===== config.mk =====
export PLATFORM = sky130hd
export DESIGN_NAME = lldma_channel
export DESIGN_NICKNAME = d
export VERILOG_FILES = /design/src/rtl/lldma_pkg.sv /design/src/rtl/lldma_addr_gen.sv /design/src/rtl/lldma_grant.sv /design/src/rtl/lldma_channel.sv
export SDC_FILE = /design/constraint.sdc
export NUM_CORES = 1
export LEC_CHECK = 0
export BUFFER_PORTS_ARGS = -buffer_cell sky130_fd_sc_hd__buf_2
export CORE_ASPECT_RATIO = 0.8
export CORE_MARGIN = 8
export CORE_UTILIZATION = 38
export DETAILED_ROUTE_END_ITERATION = 6
export PLACE_DENSITY_LB_ADDON = 0.12
export SYNTH_ARGS = -nofsm -noshare
export SYNTH_HDL_FRONTEND = slang
export SYNTH_HIERARCHICAL = 1
export SYNTH_SLANG_ARGS = --single-unit

===== constraint.sdc =====
create_clock -name clk -period 5.4 [get_ports clk]
set_input_delay 0.27 -clock clk [delete_from_list [all_inputs] [get_ports clk]]
set_output_delay 0.27 -clock clk [all_outputs]
set_load 0.005 [all_outputs]

===== src/rtl/lldma_pkg.sv =====
package lldma_pkg;

  localparam int CNT_W = 12;

  localparam logic [2:0] REG_SRC  = 3'd0;
  localparam logic [2:0] REG_DST  = 3'd1;
  localparam logic [2:0] REG_NEXT = 3'd2;
  localparam logic [2:0] REG_CTRL = 3'd3;
  localparam logic [2:0] REG_CFG  = 3'd4;
  localparam logic [2:0] REG_STAT = 3'd5;
  localparam logic [2:0] REG_REM  = 3'd6;

  typedef enum logic [2:0] {
    ST_IDLE,
    ST_WAIT,
    ST_READ,
    ST_WRITE,
    ST_ENDD,
    ST_FETCH
  } ch_state_e;

  typedef struct packed {
    logic             tc_ie;
    logic [2:0]       rsvd;
    logic             dst_inc;
    logic             src_inc;
    logic             dst_bus;
    logic             src_bus;
    logic [2:0]       dwidth;
    logic [2:0]       swidth;
    logic [2:0]       dburst;
    logic [2:0]       sburst;
    logic [CNT_W-1:0] count;
  } ctrl_t;

  // elements per burst for a burst code
  function automatic logic [8:0] burst_elems(input logic [2:0] code);
    burst_elems = (code == 3'd0) ? 9'd1 : (9'd2 << code);
  endfunction

  // bytes per element for a width code
  function automatic logic [2:0] width_bytes(input logic [2:0] code);
    case (code)
      3'd0:    width_bytes = 3'd1;
      3'd1:    width_bytes = 3'd2;
      default: width_bytes = 3'd4;
    endcase
  endfunction

  // bus size code for a width code
  function automatic logic [1:0] size_code(input logic [2:0] code);
    size_code = (code >= 3'd2) ? 2'd2 : code[1:0];
  endfunction

endpackage


===== src/rtl/lldma_addr_gen.sv =====
module lldma_addr_gen
  import lldma_pkg::*;
#(
  parameter int AW = 32
) (
  input  logic          clk,
  input  logic          rst_n,
  input  logic          load,
  input  logic [AW-1:0] load_val,
  input  logic          step,
  input  logic          inc,
  input  logic [2:0]    width,
  output logic [AW-1:0] addr
);

  logic [AW-1:0] stride;
  assign stride = AW'(width_bytes(width));

  always_ff @(posedge clk or negedge rst_n) begin
    if (!rst_n)          addr <= '0;
    else if (load)       addr <= load_val;
    else if (step && inc) addr <= addr + stride;
  end

  // fixed addresses never move on a step
  p_fixed_addr_r9: assert property (@(posedge clk) disable iff (!rst_n)
    (step && !inc && !load) |=> $stable(addr));

  // incrementing addresses advance by the element width
  p_step_addr_r9: assert property (@(posedge clk) disable iff (!rst_n)
    (step && inc && !load) |=> (addr == $past(addr) + $past(stride)));

endmodule


===== src/rtl/lldma_grant.sv =====
module lldma_grant
  import lldma_pkg::*;
#(
  parameter int CW = CNT_W
) (
  input  logic          clk,
  input  logic          rst_n,
  input  logic          periph_mode,
  input  logic          breq,
  input  logic          sreq,
  input  logic          lbreq,
  input  logic          lsreq,
  input  logic [2:0]    burst_code,
  input  logic [CW-1:0] remaining,
  output logic          go,
  output logic [8:0]    beats,
  output logic          last
);

  logic [8:0] blen;
  assign blen = burst_elems(burst_code);

  always_comb begin
    go    = 1'b0;
    beats = 9'd1;
    last  = 1'b0;
    if (!periph_mode) begin
      go = breq || sreq;
      if (breq) beats = (32'(remaining) < 32'(blen)) ? 9'(remaining) : blen;
    end else begin
      go    = breq || sreq || lbreq || lsreq;
      beats = (breq || lbreq) ? blen : 9'd1;
      last  = lbreq || lsreq;
    end
  end

  // controller grants never overrun the remaining count
  p_beats_bound_r6: assert property (@(posedge clk) disable iff (!rst_n)
    (go && !periph_mode && remaining != '0) |-> (beats != 9'd0 && 32'(beats) <= 32'(remaining)));

  // last inputs alone never open a controller grant
  p_last_ignored_r7: assert property (@(posedge clk) disable iff (!rst_n)
    (!periph_mode && !breq && !sreq) |-> !go);

endmodule


===== src/rtl/lldma_channel.sv =====
module lldma_channel
  import lldma_pkg::*;
#(
  parameter int AW = 32
) (
  input  logic          clk,
  input  logic          rst_n,
  input  logic          reg_we,
  input  logic [2:0]    reg_addr,
  input  logic [31:0]   reg_wdata,
  output logic [31:0]   reg_rdata,
  output logic          mem_req,
  output logic          mem_we,
  output logic [AW-1:0] mem_addr,
  output logic [1:0]    mem_size,
  output logic          mem_bus,
  output logic [31:0]   mem_wdata,
  input  logic          mem_ack,
  input  logic [31:0]   mem_rdata,
  input  logic          preq_burst,
  input  logic          preq_single,
  input  logic          preq_last_burst,
  input  logic          preq_last_single,
  output logic          preq_done,
  output logic          tc_irq
);

  ch_state_e        state_q;
  logic             en_q, periph_q, tc_q, done_q, last_q;
  ctrl_t            ctrl_q;
  logic [31:0]      next_q, next_new_q, data_q;
  logic [CNT_W-1:0] rem_q;
  logic [8:0]       beats_q;
  logic [1:0]       fidx_q;
  logic [AW-1:0]    src_addr, dst_addr;

  // named internal events
  logic idle, wr_ok, rd_done, wr_done, fetch_done, zero_cnt, take;
  logic burst_end, desc_end, chain_end, tc_clr;
  logic grant_go, grant_last;
  logic [8:0] grant_beats;

  assign idle       = (state_q == ST_IDLE);
  assign wr_ok      = reg_we && idle;
  assign rd_done    = (state_q == ST_READ)  && mem_ack;
  assign wr_done    = (state_q == ST_WRITE) && mem_ack;
  assign fetch_done = (state_q == ST_FETCH) && mem_ack;
  assign zero_cnt   = !periph_q && (rem_q == '0);
  assign take       = (state_q == ST_WAIT) && !done_q && !zero_cnt && grant_go;
  assign burst_end  = wr_done && (beats_q == 9'd1);
  assign desc_end   = burst_end && (periph_q ? last_q : (rem_q == CNT_W'(1)));
  assign chain_end  = (state_q == ST_ENDD) && (next_q[31:1] == 31'd0);
  assign tc_clr     = reg_we && (reg_addr == REG_STAT) && reg_wdata[0];

  lldma_grant #(.CW(CNT_W)) u_grant (
    .clk         (clk),
    .rst_n       (rst_n),
    .periph_mode (periph_q),
    .breq        (preq_burst),
    .sreq        (preq_single),
    .lbreq       (preq_last_burst),
    .lsreq       (preq_last_single),
    .burst_code  (ctrl_q.sburst),
    .remaining   (rem_q),
    .go          (grant_go),
    .beats       (grant_beats),
    .last        (grant_last)
  );

  logic [AW-1:0] load_val;
  logic          src_load, dst_load;
  assign load_val = idle ? reg_wdata[AW-1:0] : mem_rdata[AW-1:0];
  assign src_load = (wr_ok && reg_addr == REG_SRC) || (fetch_done && fidx_q == 2'd0);
  assign dst_load = (wr_ok && reg_addr == REG_DST) || (fetch_done && fidx_q == 2'd1);

  lldma_addr_gen #(.AW(AW)) u_src_addr (
    .clk      (clk),
    .rst_n    (rst_n),
    .load     (src_load),
    .load_val (load_val),
    .step     (wr_done),
    .inc      (ctrl_q.src_inc),
    .width    (ctrl_q.swidth),
    .addr     (src_addr)
  );

  lldma_addr_gen #(.AW(AW)) u_dst_addr (
    .clk      (clk),
    .rst_n    (rst_n),
    .load     (dst_load),
    .load_val (load_val),
    .step     (wr_done),
    .inc      (ctrl_q.dst_inc),
    .width    (ctrl_q.dwidth),
    .addr     (dst_addr)
  );

  // descriptor registers
  always_ff @(posedge clk or negedge rst_n) begin
    if (!rst_n) begin
      ctrl_q     <= '0;
      next_q     <= '0;
      next_new_q <= '0;
      rem_q      <= '0;
    end else begin
      if (wr_ok && reg_addr == REG_NEXT) next_q <= reg_wdata;
      if (fetch_done && fidx_q == 2'd2)  next_new_q <= mem_rdata;
      if (fetch_done && fidx_q == 2'd3) begin
        next_q <= next_new_q;
        ctrl_q <= ctrl_t'(mem_rdata);
      end else if (wr_ok && reg_addr == REG_CTRL) begin
        ctrl_q <= ctrl_t'(reg_wdata);
      end
      if (wr_ok && reg_addr == REG_CTRL)        rem_q <= reg_wdata[CNT_W-1:0];
      else if (fetch_done && fidx_q == 2'd3)    rem_q <= mem_rdata[CNT_W-1:0];
      else if (wr_done && rem_q != '0)          rem_q <= rem_q - CNT_W'(1);
    end
  end

  // enable, mode and terminal-count flag
  always_ff @(posedge clk or negedge rst_n) begin
    if (!rst_n) begin
      en_q     <= 1'b0;
      periph_q <= 1'b0;
      tc_q     <= 1'b0;
    end else begin
      if (wr_ok && reg_addr == REG_CFG) begin
        en_q     <= reg_wdata[0];
        periph_q <= reg_wdata[1];
      end else if (chain_end) begin
        en_q <= 1'b0;
      end
      if (state_q == ST_ENDD && ctrl_q.tc_ie) tc_q <= 1'b1;
      else if (tc_clr)                        tc_q <= 1'b0;
    end
  end

  // channel sequencer
  always_ff @(posedge clk or negedge rst_n) begin
    if (!rst_n) begin
      state_q <= ST_IDLE;
      beats_q <= '0;
      last_q  <= 1'b0;
      fidx_q  <= '0;
      data_q  <= '0;
      done_q  <= 1'b0;
    end else begin
      done_q <= 1'b0;
      case (state_q)
        ST_IDLE: if (en_q) state_q <= ST_WAIT;
        ST_WAIT: begin
          if (zero_cnt) begin
            state_q <= ST_ENDD;
          end else if (take) begin
            beats_q <= grant_beats;
            last_q  <= grant_last;
            state_q <= ST_READ;
          end
        end
        ST_READ: if (rd_done) begin
          data_q  <= mem_rdata;
          state_q <= ST_WRITE;
        end
        ST_WRITE: if (wr_done) begin
          beats_q <= beats_q - 9'd1;
          if (burst_end) done_q <= 1'b1;
          if (desc_end)       state_q <= ST_ENDD;
          else if (burst_end) state_q <= ST_WAIT;
          else                state_q <= ST_READ;
        end
        ST_ENDD: begin
          fidx_q  <= '0;
          state_q <= chain_end ? ST_IDLE : ST_FETCH;
        end
        ST_FETCH: if (fetch_done) begin
          fidx_q <= fidx_q + 2'd1;
          if (fidx_q == 2'd3) state_q <= ST_WAIT;
        end
        default: state_q <= ST_IDLE;
      endcase
    end
  end

  // memory master drive
  logic [AW-1:0] fetch_addr;
  assign fetch_addr = (next_q[AW-1:0] & ~AW'(1)) + AW'({fidx_q, 2'b00});

  always_comb begin
    mem_req  = 1'b0;
    mem_we   = 1'b0;
    mem_addr = '0;
    mem_size = 2'd2;
    mem_bus  = 1'b0;
    case (state_q)
      ST_READ: begin
        mem_req  = 1'b1;
        mem_addr = src_addr;
        mem_size = size_code(ctrl_q.swidth);
        mem_bus  = ctrl_q.src_bus;
      end
      ST_WRITE: begin
        mem_req  = 1'b1;
        mem_we   = 1'b1;
        mem_addr = dst_addr;
        mem_size = size_code(ctrl_q.dwidth);
        mem_bus  = ctrl_q.dst_bus;
      end
      ST_FETCH: begin
        mem_req  = 1'b1;
        mem_addr = fetch_addr;
        mem_bus  = next_q[0];
      end
      default: ;
    endcase
  end

  assign mem_wdata = data_q;
  assign preq_done = done_q;
  assign tc_irq    = tc_q;

  always_comb begin
    case (reg_addr)
      REG_SRC:  reg_rdata = 32'(src_addr);
      REG_DST:  reg_rdata = 32'(dst_addr);
      REG_NEXT: reg_rdata = next_q;
      REG_CTRL: reg_rdata = ctrl_q;
      REG_CFG:  reg_rdata = {30'd0, periph_q, en_q};
      REG_STAT: reg_rdata = {29'd0, tc_q, !idle, en_q};
      REG_REM:  reg_rdata = 32'(rem_q);
      default:  reg_rdata = '0;
    endcase
  end

  logic unused_bits;
  assign unused_bits = ^{ctrl_q.rsvd, ctrl_q.dburst};

  // an access stays presented until acknowledged
  p_req_hold_r2: assert property (@(posedge clk) disable iff (!rst_n)
    (mem_req && !mem_ack) |=> (mem_req && $stable(mem_addr) && $stable(mem_we)));

  // end of chain drops enable and returns to idle
  p_end_clears_r4: assert property (@(posedge clk) disable iff (!rst_n)
    chain_end |=> (state_q == ST_IDLE && !en_q));

  // terminal-count flag holds until cleared
  p_tc_sticky_r5: assert property (@(posedge clk) disable iff (!rst_n)
    (tc_q && !tc_clr) |=> tc_q);

  // controller mode ignores last-only requests
  p_no_grant_r7: assert property (@(posedge clk) disable iff (!rst_n)
    (state_q == ST_WAIT && !periph_q && !preq_burst && !preq_single) |=> (state_q != ST_READ));

  // remaining count steps down by one per written element
  p_rem_step_r10: assert property (@(posedge clk) disable iff (!rst_n)
    (wr_done && rem_q != '0) |=> (rem_q == $past(rem_q) - CNT_W'(1)));

  // no register write lands while the channel is active
  p_locked_r11: assert property (@(posedge clk) disable iff (!rst_n)
    (reg_we && !idle && reg_addr == REG_CFG) |=> (periph_q == $past(periph_q)));

endmodule


* After elaboration in Yosys (flattened, before gate mapping)
Cells that the tools add are included.
** Storage, ports and cells
- Logic and storage cells :: 177
- Register bits :: 223
- Output and inout port bits :: 103
- Input port bits :: 75
** Cells by class
- Bitwise logic cells :: 1
- Equality and inequality tests :: 26
- Multiplexer cells :: 54
- Shifts and indexed selects :: 1
- Add/sub/neg operators :: 6
- Reductions and logical operators :: 61
- Order comparisons :: 3
** Operator list (number)
- $mux W32 :: 9
- $pmux W32 S7 :: 1
- $pmux W32 S3 :: 1
- $mux W9 :: 8
- $add A32 B3 Y32 :: 2
- $mux W12 :: 3
- $add A32 B4 Y32 :: 1
- $logic_not A31 Y1 :: 1
- $mux W3 :: 9
- $logic_and A1 B1 Y1 :: 26
- $pmux W3 S6 :: 1
- $pmux W9 S2 :: 1
- $reduce_bool A2 Y1 :: 8
- $eq A3 B3 Y1 const B :: 5
- $logic_not A3 Y1 :: 5
- $eq A12 B1 Y1 const B :: 1
- $eq A3 B1 Y1 const B :: 4
- $eq A3 B2 Y1 const B :: 4
- $logic_not A12 Y1 :: 1
- $lt A12 B9 Y1 :: 1
- $mux W1 :: 12
- $pmux W3 S2 :: 2
- $reduce_bool A12 Y1 :: 1
- $sub A12 B1 Y12 const B :: 1
- 23 further kinds :: 44

* Logic depth before layout (Yosys ltp)
- Depth in word-level cells :: 9
- Depth in mapped cells :: 13
- Gate-level depth less buffers :: 12

* Cells and area by module
Netlist, hierarchy kept.
** By module, submodules not included
- lldma_channel :: seq. area each 3978.8 µm², times used 1, area each 9838.2 µm², cells an instance 1077
- lldma_addr_gen at u_dst_addr :: seq. area each 800.8 µm², times used 1, area each 2045.7 µm², cells an instance 232
- lldma_addr_gen at u_src_addr :: seq. area each 800.8 µm², times used 1, area each 1918.1 µm², cells an instance 214
- lldma_grant :: seq. area each 0.0 µm², times used 1, area each 590.6 µm², cells an instance 87

* Worst setup path before layout
No wires, ideal clock.
- Path type :: flip-flop to flip-flop
- From :: register ctrl_q[14] (netlist name)
- To :: register beats_q[8]
- Stages on the path, launching flop included :: 13
- Data required time :: 5.279 ns
- Period minus slack after synthesis :: 2.733 ns
- Path slack :: 2.667 ns
- Arrival time :: 2.611 ns
- Cells stage by stage :: dfrtp_1 clkbuf_1 and3b_1 inv_1 ha_1 a21o_1 a2111o_1 buf_6 a211oi_4 o211ai_1 nor2_1 a41oi_1 o22a_1
** On the way
- Word-level cells in the longest chain between the ends :: 9
** Ends and longest elaborated chain
- from (decl) :: RTL line lldma_channel.sv:30 : ctrl_t ctrl_q;
- from (signal assigned) :: RTL line lldma_channel.sv:110 : ctrl_q <= ctrl_t'(mem_rdata);
- from (signal assigned) :: RTL line lldma_channel.sv:112 : ctrl_q <= ctrl_t'(reg_wdata);
- $shl A2 B3 Y9 or $logic_not A3 Y1 (tied branches) :: RTL line lldma_pkg.sv:38 : burst_elems = (code == 3'd0) ? 9'd1 : (9'd2 << code);
- $mux W9 (*) :: RTL line lldma_pkg.sv:38
- $lt A12 B9 Y1 :: RTL line lldma_grant.sv:29 : if (breq) beats = (32'(remaining) < 32'(blen)) ? 9'(remaining) : blen;
- $mux W9 (2 in a row) :: RTL line lldma_grant.sv:29
- $mux W9 (*) :: RTL line lldma_grant.sv:27 : if (!periph_mode) begin
- net grant_beats[8] :: RTL line lldma_channel.sv:41 : logic [8:0] grant_beats;
- $mux W9 (*) :: RTL line lldma_channel.sv:154 : end else if (take) begin
- $mux W9 (*) :: RTL line lldma_channel.sv:152 : if (zero_cnt) begin
- $pmux W9 S2 (*) :: RTL line lldma_channel.sv:149 : case (state_q)
- to (signal assigned) :: RTL line lldma_channel.sv:155 : beats_q <= grant_beats;
- to (signal assigned) :: RTL line lldma_channel.sv:165 : beats_q <= beats_q - 9'd1;
- to (decl) :: RTL line lldma_channel.sv:33 : logic [8:0] beats_q;
Mark *: on every way through the listed nets, which the timed path passes. The rest lies on a longest branch. The select of a mux whose other input is x is not followed.
A chain may end at the register's enable or synchronous reset.

* Worst setup path after layout
- From :: register state_q[0]
- To :: register u_dst_addr.addr[27]
** RTL lines
- from (decl) :: RTL line lldma_channel.sv:28 : ch_state_e state_q;
- from (signal assigned) :: RTL line lldma_channel.sv:173 : state_q <= chain_end ? ST_IDLE : ST_FETCH;
- $eq A3 B2 Y1 :: RTL line lldma_channel.sv:46 : assign wr_done = (state_q == ST_WRITE) && mem_ack;
- $logic_and A1 B1 Y1 :: RTL line lldma_channel.sv:46
- net wr_done :: RTL line lldma_channel.sv:38 : logic idle, wr_ok, rd_done, wr_done, fetch_done, zero_cnt, take;
- $logic_and A1 B1 Y1 :: RTL line lldma_addr_gen.sv:22 : else if (step && inc) addr <= addr + stride;
- $reduce_bool A2 Y1 (no line)
- to (signal assigned) :: RTL line lldma_addr_gen.sv:21 : else if (load) addr <= load_val;
- to (signal assigned) :: RTL line lldma_addr_gen.sv:22
- to (decl) :: RTL line lldma_addr_gen.sv:13 : output logic [AW-1:0] addr
The timed path passes the listed nets, and every way through them passes these cells.

==> results.toml <==
[sta]
grt_setup_unrepaired = "no"
fin_crit_sh = 0.742
relSlewSlack = 0.196
period_minus_slack_ps = 4010
hold_viol = 0
finClkSkew_ps = 14.1
clock.fmax_mhz = 249
worst_pin_slew_ps = 1210
setup_viol = 0
tns_ps = 0
slew_viol_final = 0

[logic_synthesis]
synth_compound_area_frac = 0.202
yosys_warnings = 6
avgSynthCellArea_um2 = 8.94
synthSimpleGateAreaFrac = 0.211
synth_xor_xnor_area_share = 0.0310
synth_top_family_by_area = "simple AND/OR/NAND/NOR gates"
netlist_instances = 1610
syn-num-nets = 1712
synthMuxAreaShare = 0.0980
seq_area_frac_synth = 0.388
synth_top_flop_cell = "dfrtp_1"
synthAdderAreaFrac = 0.0250
ys_types = 76
syn-cell-area_um2 = 14400
synth_edf_count = 0
synthArstFlopShare = 1.00
synth_seq_cells = 223

[detailed_routing]
drt_iter0_drc = 1632
via_per_inst = 6.15
firstDrtPassIters = 6
drc_errors = 0
route.vias.total = 13986
final_antenna_net_count = 0
totalWireLength_um = 58100
routedWlPerCell_um = 25.6

[final_layout]
design_area_um2 = 17000
final_nets = 1867
drive_above_1_share = 0.215
area_growth_pct = 17.9
utilization = 0.456
stdcell_count = 2274

[cts]
h-tree-depth = 1
clock-sinks = 223
cts_tree = "built"
path_clk_slew_ps = 60
numCtsBuffers = 27
insertion_delay_ps = 570
root_buffer = "clkbuf_16"
clock_path_buffers = 3

[status]
status = "finished clean"

[critical_path]
worst_r2r_endpoint = "u_dst_addr/addr[27]$_DFFE_PN0P_"
arrival_ps = 4480
path_buf_inv = 2
reg2reg_depth = 8
cp.required_ps = 5880
path_cells = "nand3b_1, inv_1, nand2_1, inv_1, nand2_1, or4_1, or4_1, a31oi_1"
cp_top_family = "simple AND/OR/NAND/NOR gates"
reg2reg_slack_ps = 1390
end_kind = "register"
critPathSlowestCell = "dfrtp_1"
path_class = "reg2reg"
max_stage_delay_ps = 940
start_kind = "register"
critical_path.max_fanout = 23
rr_startpoint = "state_q[0]$_DFFE_PN0P_"

[global_route]
grt_max_degree = 128
grt_pass1_vias = 13047
overflow = 0
track_usage = 0.255
grt_pass1_wl_um = 86300
antenna_found_initial = 3

[die]
rows = 63
coreArea_um2 = 37200
die_area_um2 = 44400
ios = 178
die_y_um = 190
initial_utilization = 0.387
fp.dieW_um = 234

[hold_path]
min_to = "next_new_q[23]$_DFFE_PN0P_"
holdPathStages = 2
hp-class = "in2reg"
hp-start = "mem_rdata[23]"

[power]
p_leak_uw = 0.00731
peakVddDrop_uv = 294
powerDensity_nw_per_um2 = 427

[placed_design]
globalplace.congestion = 0.907
dp_cells = 2174
dp_hpwl_um = 42100
portBuffers = 177
placed_area_um2 = 15600

[run]
max_cap_violations = 0
==> flip-flops by register name, indices dropped and copies added, names as in the netlist <==
register         count
rem_q               12
next_new_q          32
ctrl_q              32
state_q              3
u_src_addr/addr     32
periph_q             1
last_q               1
fidx_q               2
next_q              32
en_q                 1
tc_irq               1
u_dst_addr/addr     32
beats_q              9
mem_wdata           32
preq_done            1
==> worst register-to-register path: cells and delay by family (launching register included) <==
family	cells	cell delay (ps)
DFF	1	940
AOI/OAI and AO/OA	1	170
and+or+nand+nor	5	2250
buffers and inverters	2	560
==> how the worst max path moves through the flow <==
stage,endpoint,from,depth (start not counted),slack [ps]
finish,u_dst_addr/addr[27]$_DFFE_PN0P_,state_q[0]$_DFFE_PN0P_,8,1390
global route,u_dst_addr/addr[27]$_DFFE_PN0P_,state_q[0]$_DFFE_PN0P_,8,1170
CTS,u_dst_addr/addr[23]$_DFFE_PN0P_,state_q[0]$_DFFE_PN0P_,8,1490
detailed placement,u_dst_addr/addr[23]$_DFFE_PN0P_,state_q[0]$_DFFE_PN0P_,8,1500
global placement,u_dst_addr/addr[23]$_DFFE_PN0P_,state_q[0]$_DFFE_PN0P_,8,1640
floorplan,beats_q[8]$_DFFE_PN0P_,ctrl_q[14]$_DFFE_PN0P_,12,2670
==> power by group <==
part | switching [uW] | internal, uW
clock network | 770 | 1110
registers | 826 | 2130
logic | 1340 | 1080
==> cell usage in the layout, fill, tap and decap left out, types with 29 or more instances in the layout <==
cell           count
a21oi_1           39
a22o_1            32
a22oi_1           37
a31oi_1           94
buf_2            176
dfrtp_1          223
dlygate4sd3_1     49
mux2_2           103
nand2_1          234
nand3_1           39
nand4_1           30
nor2_1           141
o21ai_0           82
or4_1             29
==> stage by stage <==
| step | hold WS, ps | total power, uW | setup slack [ps] |
|---|---|---|---|
| floorplan | -25.6 | 4110 | 2670 |
| global placement | 374 | 5250 | 1640 |
| detailed placement | 368 | 5290 | 1500 |
| CTS | 0.400 | 7230 | 1490 |
| global route | 5.34 | 7620 | 1170 |
| finish | 28.8 | 7250 | 1390 |
==> what timing repair did <==
action	CTS	global route
buffers inserted	0	0
endpoints found under the setup margin	0	0
hold buffers	49	0
resized for setup	0	0
endpoints found under the hold margin	181	0
==> layout make-up <==
type | instances | area, um^2
fill | 3657 | 20200
multi-input combinational | 1239 | 8210
sequential | 223 | 5580
timing repair buffer | 246 | 1550
clock buffer | 43 | 836
tap | 487 | 609
inverter | 28 | 105
clock inverter | 6 | 73.8
antenna | 2 | 5.00
==> per-layer routing <==
metal  global-route usage  routed length [um]  vias up
li1                     -                   -     6291
met1                0.394               27600     6963
met2                0.338               22800      646
met3               0.0704                6100       84
met4               0.0686                1550        2
met5                    0                  17        -
==> synthesized netlist by cell type (6+ instances only) <==
cell type,count,area share
nand2_1,234,0.061
dfrtp_1,223,0.39
nor2_1,141,0.037
mux2_2,103,0.081
a31oi_1,94,0.041
clkbuf_1,93,0.024
o21ai_0,82,0.029
nand3_1,41,0.014
a21oi_1,39,0.014
a22oi_1,37,0.019
a22o_1,32,0.019
nand4_1,30,0.013
or4_1,29,0.015
inv_1,27,0.0070
xor2_1,27,0.016
o31ai_1,26,0.014
mux2i_1,25,0.017
a221o_1,24,0.017
ha_1,24,0.021
xnor2_1,24,0.015
or3_1,19,0.0083
and3_1,15,0.0065
nor4_1,15,0.0065
nor3_1,14,0.0049
o211ai_1,14,0.0073
and4_1,13,0.0079
buf_1,12,0.0031
nand2b_1,11,0.0048
a2111o_1,10,0.0078
and2_1,8,0.0035
nor2b_1,8,0.0035
o22ai_1,8,0.0035
a21oi_2,6,0.0037
nor3b_1,6,0.0031
==> cells by family (layout without fill, tap and decap cells) <==
logic type / count (synthesis) / after routing
AO/OA/AOI/OAI: 415 / 415
XOR/XNOR: 51 / 51
adder cells (fa/ha/maj): 27 / 27
buffers and inverters: 148 / 323
flip-flops: 223 / 223
multiplexers: 128 / 128
other: 0 / 2
AND/OR/NAND/NOR: 618 / 618
No activity file was read; power rests on OpenSTA's default activity.
